File: src/rtl/smw_pkg.sv
package smw_pkg;
  typedef enum logic { BYTE_SEL = 1'b0, BYTE_WR = 1'b1 } byte_mode_e;
  typedef enum logic { QUAL_CS = 1'b0, QUAL_WE = 1'b1 } wmode_e;
endpackage

File: src/rtl/smw_seq.sv
module smw_seq #(
  parameter int NCS = 2,
  parameter int AW  = 24,
  parameter int DW  = 32,
  parameter int TW  = 6,
  localparam int CSW = (NCS > 1) ? $clog2(NCS) : 1,
  localparam int BW  = DW / 8
) (
  input  logic              clk,
  input  logic              rst_n,
  input  logic              req_i,
  input  logic [CSW-1:0]    cs_i,
  input  logic [AW-1:0]     addr_i,
  input  logic [DW-1:0]     data_i,
  input  logic [BW-1:0]     be_i,
  input  logic [NCS*TW-1:0] cyc_len_i,
  output logic              busy_o,
  output logic [TW-1:0]     cnt_o,
  output logic              done_o,
  output logic [CSW-1:0]    cs_q_o,
  output logic [AW-1:0]     addr_q_o,
  output logic [DW-1:0]     data_q_o,
  output logic [BW-1:0]     be_q_o
);
  logic          busy_q, busy_d;
  logic [TW-1:0] cnt_q, cnt_d;
  logic          cap_en, last;
  logic [TW-1:0] len_sel;

  assign len_sel = cyc_len_i[cs_q_o*TW +: TW];
  assign last    = (len_sel == '0) || (cnt_q == len_sel - 1'b1);
  assign cap_en  = req_i && !busy_q;

  always_comb begin
    busy_d = busy_q;
    cnt_d  = cnt_q;
    if (busy_q) begin
      if (last) busy_d = 1'b0;
      else      cnt_d  = cnt_q + 1'b1;
    end else if (req_i) begin
      busy_d = 1'b1;
      cnt_d  = '0;
    end
  end

  always_ff @(posedge clk or negedge rst_n) begin
    if (!rst_n) begin
      busy_q <= 1'b0;
      cnt_q  <= '0;
    end else begin
      busy_q <= busy_d;
      cnt_q  <= cnt_d;
    end
  end

  always_ff @(posedge clk or negedge rst_n) begin
    if (!rst_n) begin
      cs_q_o   <= '0;
      addr_q_o <= '0;
      data_q_o <= '0;
      be_q_o   <= '0;
    end else if (cap_en) begin
      cs_q_o   <= cs_i;
      addr_q_o <= addr_i;
      data_q_o <= data_i;
      be_q_o   <= be_i;
    end
  end

  assign busy_o = busy_q;
  assign cnt_o  = cnt_q;
  assign done_o = busy_q && last;

  // a request seen while busy must not change captured state
  p_busy_ignore_r2: assert property (@(posedge clk) disable iff (!rst_n)
    (busy_q && req_i) |=> $stable(addr_q_o) && $stable(data_q_o));
  // the cycle closes right after done
  p_done_ends_r7: assert property (@(posedge clk) disable iff (!rst_n)
    done_o |=> !busy_o);
endmodule

File: src/rtl/smw_strobe.sv
module smw_strobe #(
  parameter int TW = 6
) (
  input  logic          busy_i,
  input  logic [TW-1:0] cnt_i,
  input  logic [TW-1:0] setup_i,
  input  logic [TW-1:0] pulse_i,
  output logic          act_o,
  output logic          past_setup_o
);
  logic [TW:0] end_cnt;
  assign end_cnt      = {1'b0, setup_i} + {1'b0, pulse_i};
  assign past_setup_o = busy_i && (cnt_i >= setup_i);
  assign act_o        = past_setup_o && ({1'b0, cnt_i} < end_cnt);
endmodule

File: src/rtl/smw_top.sv
module smw_top #(
  parameter int NCS = 2,
  parameter int AW  = 24,
  parameter int DW  = 32,
  parameter int TW  = 6,
  localparam int CSW = (NCS > 1) ? $clog2(NCS) : 1,
  localparam int BW  = DW / 8
) (
  input  logic              clk,
  input  logic              rst_n,
  input  logic              req_i,
  input  logic [CSW-1:0]    cs_i,
  input  logic [AW-1:0]     addr_i,
  input  logic [DW-1:0]     data_i,
  input  logic [BW-1:0]     be_i,
  input  logic              byte_mode_i,
  input  logic [NCS-1:0]    wmode_i,
  input  logic [NCS*TW-1:0] we_setup_i,
  input  logic [NCS*TW-1:0] cs_setup_i,
  input  logic [NCS*TW-1:0] we_pulse_i,
  input  logic [NCS*TW-1:0] cs_pulse_i,
  input  logic [NCS*TW-1:0] cyc_len_i,
  output logic [NCS-1:0]    ncs_o,
  output logic              nwe_o,
  output logic [BW-1:0]     nbs_o,
  output logic [BW-1:0]     nwr_o,
  output logic [AW-1:0]     addr_o,
  output logic [DW-1:0]     data_o,
  output logic              data_oe_o,
  output logic              done_o
);
  import smw_pkg::*;

  logic           busy, cs_act, we_act, cs_past, we_past, sel_mode;
  logic [TW-1:0]  cnt;
  logic [CSW-1:0] cs_q;
  logic [BW-1:0]  be_q;
  byte_mode_e     bmode;

  assign bmode = byte_mode_e'(byte_mode_i);

  smw_seq #(.NCS(NCS), .AW(AW), .DW(DW), .TW(TW)) u_seq (
    .clk(clk), .rst_n(rst_n), .req_i(req_i), .cs_i(cs_i), .addr_i(addr_i),
    .data_i(data_i), .be_i(be_i), .cyc_len_i(cyc_len_i), .busy_o(busy),
    .cnt_o(cnt), .done_o(done_o), .cs_q_o(cs_q), .addr_q_o(addr_o),
    .data_q_o(data_o), .be_q_o(be_q)
  );

  smw_strobe #(.TW(TW)) u_cs_strb (
    .busy_i(busy), .cnt_i(cnt),
    .setup_i(cs_setup_i[cs_q*TW +: TW]), .pulse_i(cs_pulse_i[cs_q*TW +: TW]),
    .act_o(cs_act), .past_setup_o(cs_past)
  );

  smw_strobe #(.TW(TW)) u_we_strb (
    .busy_i(busy), .cnt_i(cnt),
    .setup_i(we_setup_i[cs_q*TW +: TW]), .pulse_i(we_pulse_i[cs_q*TW +: TW]),
    .act_o(we_act), .past_setup_o(we_past)
  );

  assign sel_mode  = wmode_i[cs_q];
  assign data_oe_o = (wmode_e'(sel_mode) == QUAL_WE) ? we_past : cs_past;
  assign nwe_o     = !(we_act && bmode == BYTE_SEL);
  assign nbs_o     = (busy && bmode == BYTE_SEL) ? ~be_q : '1;

  for (genvar k = 0; k < NCS; k++) begin : g_cs
    assign ncs_o[k] = !(cs_act && cs_q == CSW'(k));
  end

  for (genvar b = 0; b < BW; b++) begin : g_byte
    assign nwr_o[b] = !(we_act && bmode == BYTE_WR && be_q[b]);
  end

  // never more than one chip select low
  p_one_cs_r3: assert property (@(posedge clk) disable iff (!rst_n)
    $countones(~ncs_o) <= 1);
  // in write-strobe mode a low strobe lies inside the drive window
  p_we_in_window_r5: assert property (@(posedge clk) disable iff (!rst_n)
    (sel_mode && !nwe_o) |-> data_oe_o);
  // address and data steady until the last cycle
  p_addr_stable_r8: assert property (@(posedge clk) disable iff (!rst_n)
    (busy && !done_o) |=> $stable(addr_o) && $stable(data_o));
  // no strobe and no drive when idle
  p_idle_quiet_r1: assert property (@(posedge clk) disable iff (!rst_n)
    !busy |-> (!data_oe_o && nwe_o && (&ncs_o) && (&nwr_o)));
endmodule

File: config.mk
export PLATFORM = sky130hd
export DESIGN_NAME = smw_top
export DESIGN_NICKNAME = d
export VERILOG_FILES = /design/src/rtl/smw_pkg.sv /design/src/rtl/smw_seq.sv /design/src/rtl/smw_strobe.sv /design/src/rtl/smw_top.sv
export SDC_FILE = /design/constraint.sdc
export NUM_CORES = 1
export LEC_CHECK = 0
export BUFFER_PORTS_ARGS = -buffer_cell sky130_fd_sc_hd__buf_2
export CAP_MARGIN = 20
export CORE_ASPECT_RATIO = 1.5
export CORE_MARGIN = 5
export CORE_UTILIZATION = 49
export CTS_BUF_LIST = sky130_fd_sc_hd__clkbuf_2 sky130_fd_sc_hd__clkbuf_4 sky130_fd_sc_hd__clkbuf_8
export DETAILED_ROUTE_END_ITERATION = 10
export GPL_ROUTABILITY_DRIVEN = 1
export GPL_TIMING_DRIVEN = 0
export PLACE_DENSITY_LB_ADDON = 0.25
export REMOVE_ABC_BUFFERS = 1
export SYNTH_ARGS = -nofsm -noshare
export SYNTH_HDL_FRONTEND = slang
export SYNTH_SLANG_ARGS = --single-unit
File: constraint.sdc
create_clock -name clk -period 5.1 [get_ports clk]
set_clock_uncertainty 0.1 [all_clocks]
set_input_delay 0.51 -clock clk [delete_from_list [all_inputs] [get_ports clk]]
set_output_delay 0.51 -clock clk [all_outputs]
set_load 0.1 [all_outputs]
==> Yosys cells after proc, flatten, opt, wreduce, memory -nomap -nowiden <==
Cells that the tools add are included.
{ "word_totals": {"inputBits": 127, "regBits": 68, "out_inout_bits": 69, "word_cells": 63} }
{ "op_classes": {"magnitude_cmp": 5, "n_shift": 5, "bitwise": 3, "n_reduce_logical": 27, "mul": 1, "eq_ne": 2, "n_mux": 10, "add_sub_neg": 4} }
{ "op_table": {"columns": ["operator", "n"], "rows": [
  ["indexed part select 12 x 5 -> 6 bit", 5],
  ["2-to-1 mux 6 bit", 3],
  ["logical AND 1 bit", 15],
  ["adder 6 x 6 -> 7 bit", 2],
  ["less-than comparator 6 x 7 -> 1 bit", 2],
  [">= comparator 6 bit", 2],
  ["zero test 1 bit", 8],
  ["adder 6 x 1 -> 6 bit (second input constant)", 1],
  ["== test 6 bit", 1],
  ["zero test 6 bit", 1],
  ["2-to-1 mux 1 bit", 6],
  ["subtractor 6 x 1 -> 6 bit (second input constant)", 1],
  ["2-to-1 mux 4 bit", 1],
  ["NOT 4 bit", 1],
  ["multiplier 1 x 2 -> 3 bit (second input constant)", 1],
  ["less-than comparator 1 x 2 -> 1 bit (second input constant)", 1],
  ["inequality test 2 bit (second input constant)", 1],
  ["NOT 1 bit", 2],
  ["AND reduction 2 bit", 1],
  ["nonzero test 2 bit", 1],
  ["logical OR 1 bit", 1]
]} }

==> Logic depth before layout (Yosys ltp) <==
Gate-level depths: netlist (run 1).
{ "logic_depth": {"word_depth": 8, "depth_mapped": 16, "depth_no_buf": 13} }

==> Modules after synthesis <==
Synthesis (run 1) repeated with hierarchy kept, for this count alone.
{ "unflattened": {"cells_unflattened": 488, "area_unflattened_um2": 4255.3} }
{ "by_module_without_submodules": {"columns": ["mod", "cells_each", "seq_area_each_um2", "n_inst", "area_each_um2"], "rows": [
  ["smw_seq", 325, 1701.6, 1, 2921.6],
  ["smw_strobe", 61, 0.0, 2, 475.5],
  ["smw_top", 41, 0.0, 1, 382.9]
]} }

==> Worst setup path after synthesis (run 1) <==
No wires, ideal clock.
{ "synth_path": {"path_type": "reg-to-output", "start": "register u_seq.cs_q_o", "end": "output nwr_o[0]", "path_buffers": 3, "arrival_time_ns": 4.603, "path_slack_ns": -0.113, "stages_incl_launch_ff": 13, "required_ns": 4.490, "cell_sequence": "dfrtp_1 buf_6 clkbuf_1 buf_1 mux2_2 ha_1 fa_1 a21o_1 a21oi_1 xor2_1 ha_1 a211oi_1 o2111ai_1"} }
{ "synth_between": {"elab_chain_len": 8, "elab_cells_between_ends": 11, "classes_between": "add/sub: 1; mul: 1; order compare: 2; shift: 2; reduce/logical: 5"} }
{ "synth_rtl": {"columns": ["element", "line_no", "source"], "rows": [
  ["start: declaration", "smw_seq.sv:20", "output logic [CSW-1:0] cs_q_o,"],
  ["start signal: assignment", "smw_seq.sv:63", "cs_q_o <= cs_i;"],
  ["multiplier 1 x 2 -> 3 bit (*)", "smw_top.sv:57", ".setup_i(we_setup_i[cs_q*TW +: TW]), .pulse_i(we_pulse_i[cs_q*TW +: TW]),"],
  ["indexed part select 12 x 5 -> 6 bit", "smw_top.sv:57", null],
  ["adder 6 x 6 -> 7 bit or >= comparator 6 bit (tied branches)", "smw_strobe.sv:12, smw_strobe.sv:13", null],
  ["less-than comparator 6 x 7 -> 1 bit or logical AND 1 bit (tied branches)", "smw_strobe.sv:14, smw_strobe.sv:13", null],
  ["logical AND 1 bit (*)", "smw_strobe.sv:14", "assign act_o = past_setup_o && ({1'b0, cnt_i} < end_cnt);"],
  ["logical AND 1 bit (*) (2 in a row)", "smw_top.sv:71", "assign nwr_o[b] = !(we_act && bmode == BYTE_WR && be_q[b]);"],
  ["zero test 1 bit (*)", "smw_top.sv:71", null],
  ["end: declaration", "smw_top.sv:26", "output logic [BW-1:0] nwr_o,"]
]} }
Mark *: on every way between the ends. The rest lies on a longest branch, timed or not.

==> Worst setup path after layout (run 1) <==
{ "layout_path": {"start": "register u_seq.cs_q_o", "end": "output nwr_o[1]"} }
Same word-level chain as after synthesis.

==> results.yml, run 1 <==
run_status:
  status: "finished, final reports clean"
critical_path:
  crit_fanout: 39
  worstSetupPathType: "register to primary output"
  r2r_cells: 7
  cp.required_ns: 4.49
  rrSetupSlack_ns: 2.39
  arrival_ns: 4.18
  start_kind: "register"
  endpoint_kind: "primary output"
  regToRegEndpoint: "u_seq.busy_o"
  r2r-start: "u_seq.cs_q_o"
clocking:
  cts_buffer_depth: 2
  cts_root_buf: "clkbuf_8"
  htreeDepth: 3
  clock-sinks: 68
  clk_pin_slew_worst_paths_ns: 0.08
  cts_buffers: 9
  tritoncts: "built"
  postCtsSetupRepairBufs: 0
  worstSkewPairLatency_ns: 0.35
final_layout:
  area_growth_pct: 32.24
  final_util: 0.6600
  final_layout_size_suffix_gt1_frac: 0.3507
  num-nets-final: 833
  n_antenna_cell: 0
logic_synthesis:
  syn_area_mm2: 0.004199
  synth-edff-count: 0
  synthDistinctLibCells: 45
  synthArstFlopShare: 1.000
  yosys_register_bits: 68
  synth_warnings: 0
  seq_area_frac_synth: 0.4052
  yosys_most_used_dff: "dfrtp_1"
  netlist_instances: 479
  synth.avg_cell_area_um2: 8.766
drt:
  drc_errors: 0
  ant_nets: 0
  firstDrtPassIters: 4
  vias: 3970
  drt_iter0_markers: 131
  drt_wl_total_um: 11110
  wire_per_inst_um: 14.25
  drt-vias-per-instance: 5.090
die:
  start_util: 0.4991
  die_h_um: 123.4
  fp.coreArea_mm2: 0.008413
  dieArea_mm2: 0.01056
  rows: 41
  io-pin-count: 196
  fp.dieW_um: 85.59
hold_path:
  min_path_type: "input pin to asynchronous set/reset pin"
sta:
  max_freq_mhz: 208.8
  final-hold-violation-count: 0
  rsz0062_at_grt: "false"
  worst_slew_pin_slew_ns: 0.8390
  fin_crit_sh: 0.9391
  maxSlewViolCount: 0
  period_needed_ns: 4.790
  slew_headroom: 0.4407
  setup_violations: 0
placement:
  portBuffers: 195
  routabilityCongestion: 0.8237
  hpwlAfterDp_um: 8645
grt:
  met3_usage: 0.06467
  use_met2: 0.3959
  grt_pass1_wl_um: 18510
  grt_max_degree: 69
  antenna_found_initial: 0
  grt_use_met1: 0.2309
  grt_usage: 0.2188
  grt_overflow: 0
  grt.busiest_layer: "met2"
  grt_pass1_vias: 4215
job:
  drv_cap: 0
repair_timing:
| item | 4_1_cts | 5_1_grt |
|---|---|---|
| hold buffers | 0 | 0 |
| resized for setup | 0 | 1 |
| setup endpoints to repair | 0 | 5 |
cell usage in the layout, fill, tap and decap left out, types with 4 or more instances in the layout:
cell       synthesis  routed
bufinv_16          0       4
xnor2_1           11      11
o21ai_0            4       4
clkbuf_8           0       9
nand2b_1           4       4
a21oi_1           15      15
dfrtp_1           68      67
buf_2              1     194
nand2_1          196     195
ha_1              36      36
inv_1             18      18
o211ai_1           4       4
xor2_1             5       5
mux2_2            14      14
mux2i_1           22      22
nor2_1             8       8
a21o_1            14      14
state kept, by name (all words and copies together) (netlist names):
name,flops
u_seq.be_q_o,4
u_seq.data_q_o,32
u_seq.cs_q_o,1
u_seq.addr_q_o,24
u_seq.cnt_o,6
u_seq.busy_o,1
worst max path at each step:
stage | from | end | slack, ns
after global routing | u_seq.cs_q_o | nwr_o[1] | 0.11
after global placement | u_seq.cs_q_o | nwr_o[0] | 0.1
after CTS | u_seq.cs_q_o | nwr_o[3] | 0.11
after detailed placement | u_seq.cs_q_o | nwr_o[3] | 0.50
after floorplan | u_seq.cs_q_o | nwr_o[0] | -0.13
final | u_seq.cs_q_o | nwr_o[1] | 0.31
synth_stat cells, types with 2 or more instances:
library cell	instances	area share
a21o_1	14	0.025
xor2_1	5	0.010
mux2i_1	22	0.052
ha_1	36	0.11
o2111ai_1	3	0.0063
buf_1	2	0.0018
nand2b_1	4	0.0060
fa_1	2	0.0095
or3_1	2	0.0030
and3_1	2	0.0030
inv_1	18	0.016
nor2_1	8	0.0072
o211ai_1	4	0.0072
a211oi_1	2	0.0036
nor3_1	3	0.0036
nor2b_1	3	0.0045
clkbuf_1	14	0.013
nand2_1	196	0.18
o21ai_1	2	0.0024
o21ai_0	4	0.0048
nand4_1	3	0.0045
mux2_2	14	0.038
buf_6	2	0.0054
xnor2_1	11	0.023
o21bai_1	2	0.0036
dfrtp_1	68	0.41
a21oi_1	15	0.018
stage by stage:
stage / area [µm²] / setup slack [ns] / TNS, ns / cells / hold slack, ns
floorplan: 4111 / -0.1283 / -0.5246 / 460 / 0.1144
global placement: 5221 / 0.09666 / 0 / 762 / 0.3529
detailed placement: 5283 / 0.5044 / 0 / 764 / 0.3565
CTS: 5550 / 0.1091 / 0 / 780 / 0.1805
global route: 5553 / 0.1068 / 0 / 780 / 0.2338
finish: 5553 / 0.3104 / 0 / 780 / 0.1678
per-layer routing:
metal / routed length (µm) / vias to the layer above / share of wire
li1: - / 1961 / -
met2: 5841 / 155 / 0.53
met3: 938 / 29 / 0.084
met1: 3994 / 1825 / 0.36
met5: 0 / - / 0
met4: 337 / 0 / 0.030
worst max-delay path: stages (launching register included):
cell and delay [ns]:
dfrtp_4 0.76, mux2_2 0.42, ha_1 0.23, fa_1 0.48, inv_1 0.04, ha_1 0.26
a21o_1 0.15, a21o_1 0.17, a21o_1 0.17, a211oi_1 0.56, o2111ai_1 0.21, buf_2 0.34
cells by family after synthesis:
kind of cell | synth area share
AOI/OAI and AO/OA | 0.09208
xor gates and xnor gates | 0.03337
adders and majority gates | 0.1168
buffers and inverters | 0.03784
DFF | 0.4052
muxes | 0.08999
and+or+nand+nor | 0.2247
final cells by class:
class,instances,area [µm²]
clock buffers,10,131.4
clock inverters,6,136.4
multi-input cells,373,2349
flip-flops and latches,68,1705
fillers,738,2860
well taps,107,133.9
repair buffers,197,1026
inverters,19,71.32
Power of run 1 is left out: the tool's default activity adds up to more than one toggle a clock period on the data nets, which glitch-free logic cannot reach.
==> inputs of run 2 (changes only) <==
Settings changed: ABC_AREA set to 1, CORE_UTILIZATION 49 to 50, SYNTH_HIERARCHICAL set to 1.
==> results.yml, run 2 <==
grt:
  grt_overflow: 0
  grt_max_degree: 69
  grt_pass1_wl_um: 18890
  antenna_found_initial: 0
  grt_pass1_vias: 4325
  grt_usage: 0.2127
placement:
  routabilityCongestion: 0.8703
  portBuffers: 195
  hpwlAfterDp_um: 9245
logic_synthesis:
  synthDistinctLibCells: 32
  yosys_register_bits: 68
  seq_area_frac_synth: 0.3749
  synth_most_common_cell: "nand2_1"
  synth_warnings: 6
  synth.avg_cell_area_um2: 8.730
  yosys-top-cells-area: "dfrtp_1 37%, mux2_2 15%, nand2_1 13%"
  syn_area_mm2: 0.004539
  synth-edff-count: 0
  netlist_instances: 520
  yosys_most_used_dff: "dfrtp_1"
  yosys.area.top_type: "dfrtp_1"
  yosysTopAreaCellShare: 0.3749
  synthTopCellsByCount: "162 x nand2_1, 68 x dfrtp_1, 60 x mux2_2"
  synthArstFlopShare: 1.000
die:
  die_h_um: 126.7
  dieArea_mm2: 0.01112
  start_util: 0.5142
  io-pin-count: 196
  rows: 42
  fp.dieW_um: 87.80
  fp.coreArea_mm2: 0.008828
final_layout:
  num-nets-final: 879
  multi_input_area_mm2: 0.002499
  regArea_mm2: 0.001702
  regMostFlops: "u_seq/data_q_o"
  fill_cells: 747
  layout_common_cells: "194 x buf_2, 161 x nand2_1, 68 x dfrtp_1, 60 x mux2_2, 56 x inv_1"
  final_layout_size_suffix_gt1_frac: 0.4145
  area_growth_pct: 27.15
  n_antenna_cell: 0
  largest_reg_flops: 32
  layout_commonest_cell: "buf_2"
critical_path:
  start_kind: "register"
  cp.required_ns: 4.49
  cp_slowest_cell: "dfrtp_1"
  crit_chain: "buf_16, inv_8, nand2_1, nand2_1, ha_1, fa_1, a31oi_1, xor2_1, ha_1, a21o_1, a21oi_1, nor2_1, nor2_1, nand3_1, buf_2"
  endpoint_kind: "primary output"
  crit_fanout: 27
  arrival_ns: 4.04
  worstSetupPathType: "register to primary output"
  cp_slowest_stage_delay_ns: 0.78
clocking:
  clk_pin_slew_worst_paths_ns: 0.08
  cts_buffer_depth: 2
  cts_buffers: 9
  cts_resized: 0
  worstSkewPairLatency_ns: 0.34
  cts_root_buf: "clkbuf_8"
  tritoncts: "built"
  postCtsSetupRepairBufs: 0
  hold_buffers: 0
  htreeDepth: 3
  clock-sinks: 68
drt:
  firstDrtPassIters: 5
  vias: 4129
  drt_iter0_markers: 164
  wire_per_inst_um: 13.94
  drt-vias-per-instance: 4.981
  drc_errors: 0
  ant_nets: 0
  drt_wl_total_um: 11560
sta:
  rsz0062_at_grt: "false"
  worst_slew_pin_slew_ns: 0.8361
  max_freq_mhz: 215.0
  slew_headroom: 0.4426
  maxSlewViolCount: 0
  final.setup.tns_ns: 0
  period_needed_ns: 4.651
  final-hold-violation-count: 0
  setup_violations: 0
  fin_crit_sh: 0.9120
job:
  drv_cap: 0
hold_path:
  min_path_type: "input pin to asynchronous set/reset pin"
run_status:
  status: "finished, final reports clean"
run 2: path summary, 6_finish.rpt:
path | start | to | slack, ns | cells past startpoint
hold / removal | rst_n | u_seq/data_q_o[1] | 0.15 | 1
min in group clk | data_i[18] | u_seq/data_q_o[18] | 0.29 | 2
hold reg to reg | u_seq/data_q_o[10] | u_seq/data_q_o[10] | 0.40 | 1
max in group asynchronous | rst_n | u_seq/be_q_o[0] | 4.18 | 1
setup / recovery | u_seq/cs_q_o | nwr_o[1] | 0.45 | 15
setup reg to reg | u_seq/cs_q_o | u_seq/cnt_o[1] | 2.56 | 9
run 2: area by class of cell:
| type | count | area share |
|---|---|---|
| multi-input combinational | 379 | 0.4329 |
| sequential | 68 | 0.2948 |
| timing repair buffer | 197 | 0.1778 |
| clock buffer | 9 | 0.02146 |
| clock inverter | 7 | 0.008671 |
| inverter | 59 | 0.04054 |
| tap | 110 | 0.02385 |
run 2: metal layers:
layer	up-vias	GRT usage	wire length (µm)
met2	142	0.3810	6031
met5	-	0	0
met3	23	0.06814	1012
li1	2081	-	-
met1	1883	0.2254	4230
met4	0	0.08401	285
run 2: logic make-up after synthesis:
kind of cell    after synthesis  share of synthesized area
mux                          60                     0.1488
xor+xnor                     12                    0.02315
compound gates               22                    0.02866
flops                        68                     0.3749
buf+inv                      73                    0.07525
fa+ha+maj                    38                     0.1080
simple gates                247                     0.2412
run 2: critical path, delay by kind of cell, from the launching register on:
| kind | cells | cell delay [ns] |
|---|---|---|
| adder cells (fa/ha/maj) | 3 | 0.95 |
| flip-flops | 1 | 0.78 |
| buffers and inverters | 3 | 0.63 |
| AND/OR/NAND/NOR | 5 | 0.63 |
| AO/OA/AOI/OAI | 3 | 0.48 |
| XOR/XNOR | 1 | 0.21 |
run 2: through the flow:
step	hold WS, ns	cells	utilization	instance area [µm²]	worst slack [ns]
6_report	0.1549	829	0.6538	5772	0.4490
5_1_grt	0.2389	829	0.6538	5772	0.1758
4_1_cts	0.1884	829	0.6538	5772	0.4278
3_5_place_dp	0.3875	813	0.6341	5598	0.8150
3_3_place_gp	0.3821	811	0.6281	5545	0.4989
2_1_floorplan	0.1144	506	-	4432	0.6720
Power of run 2 is left out for the same reason.
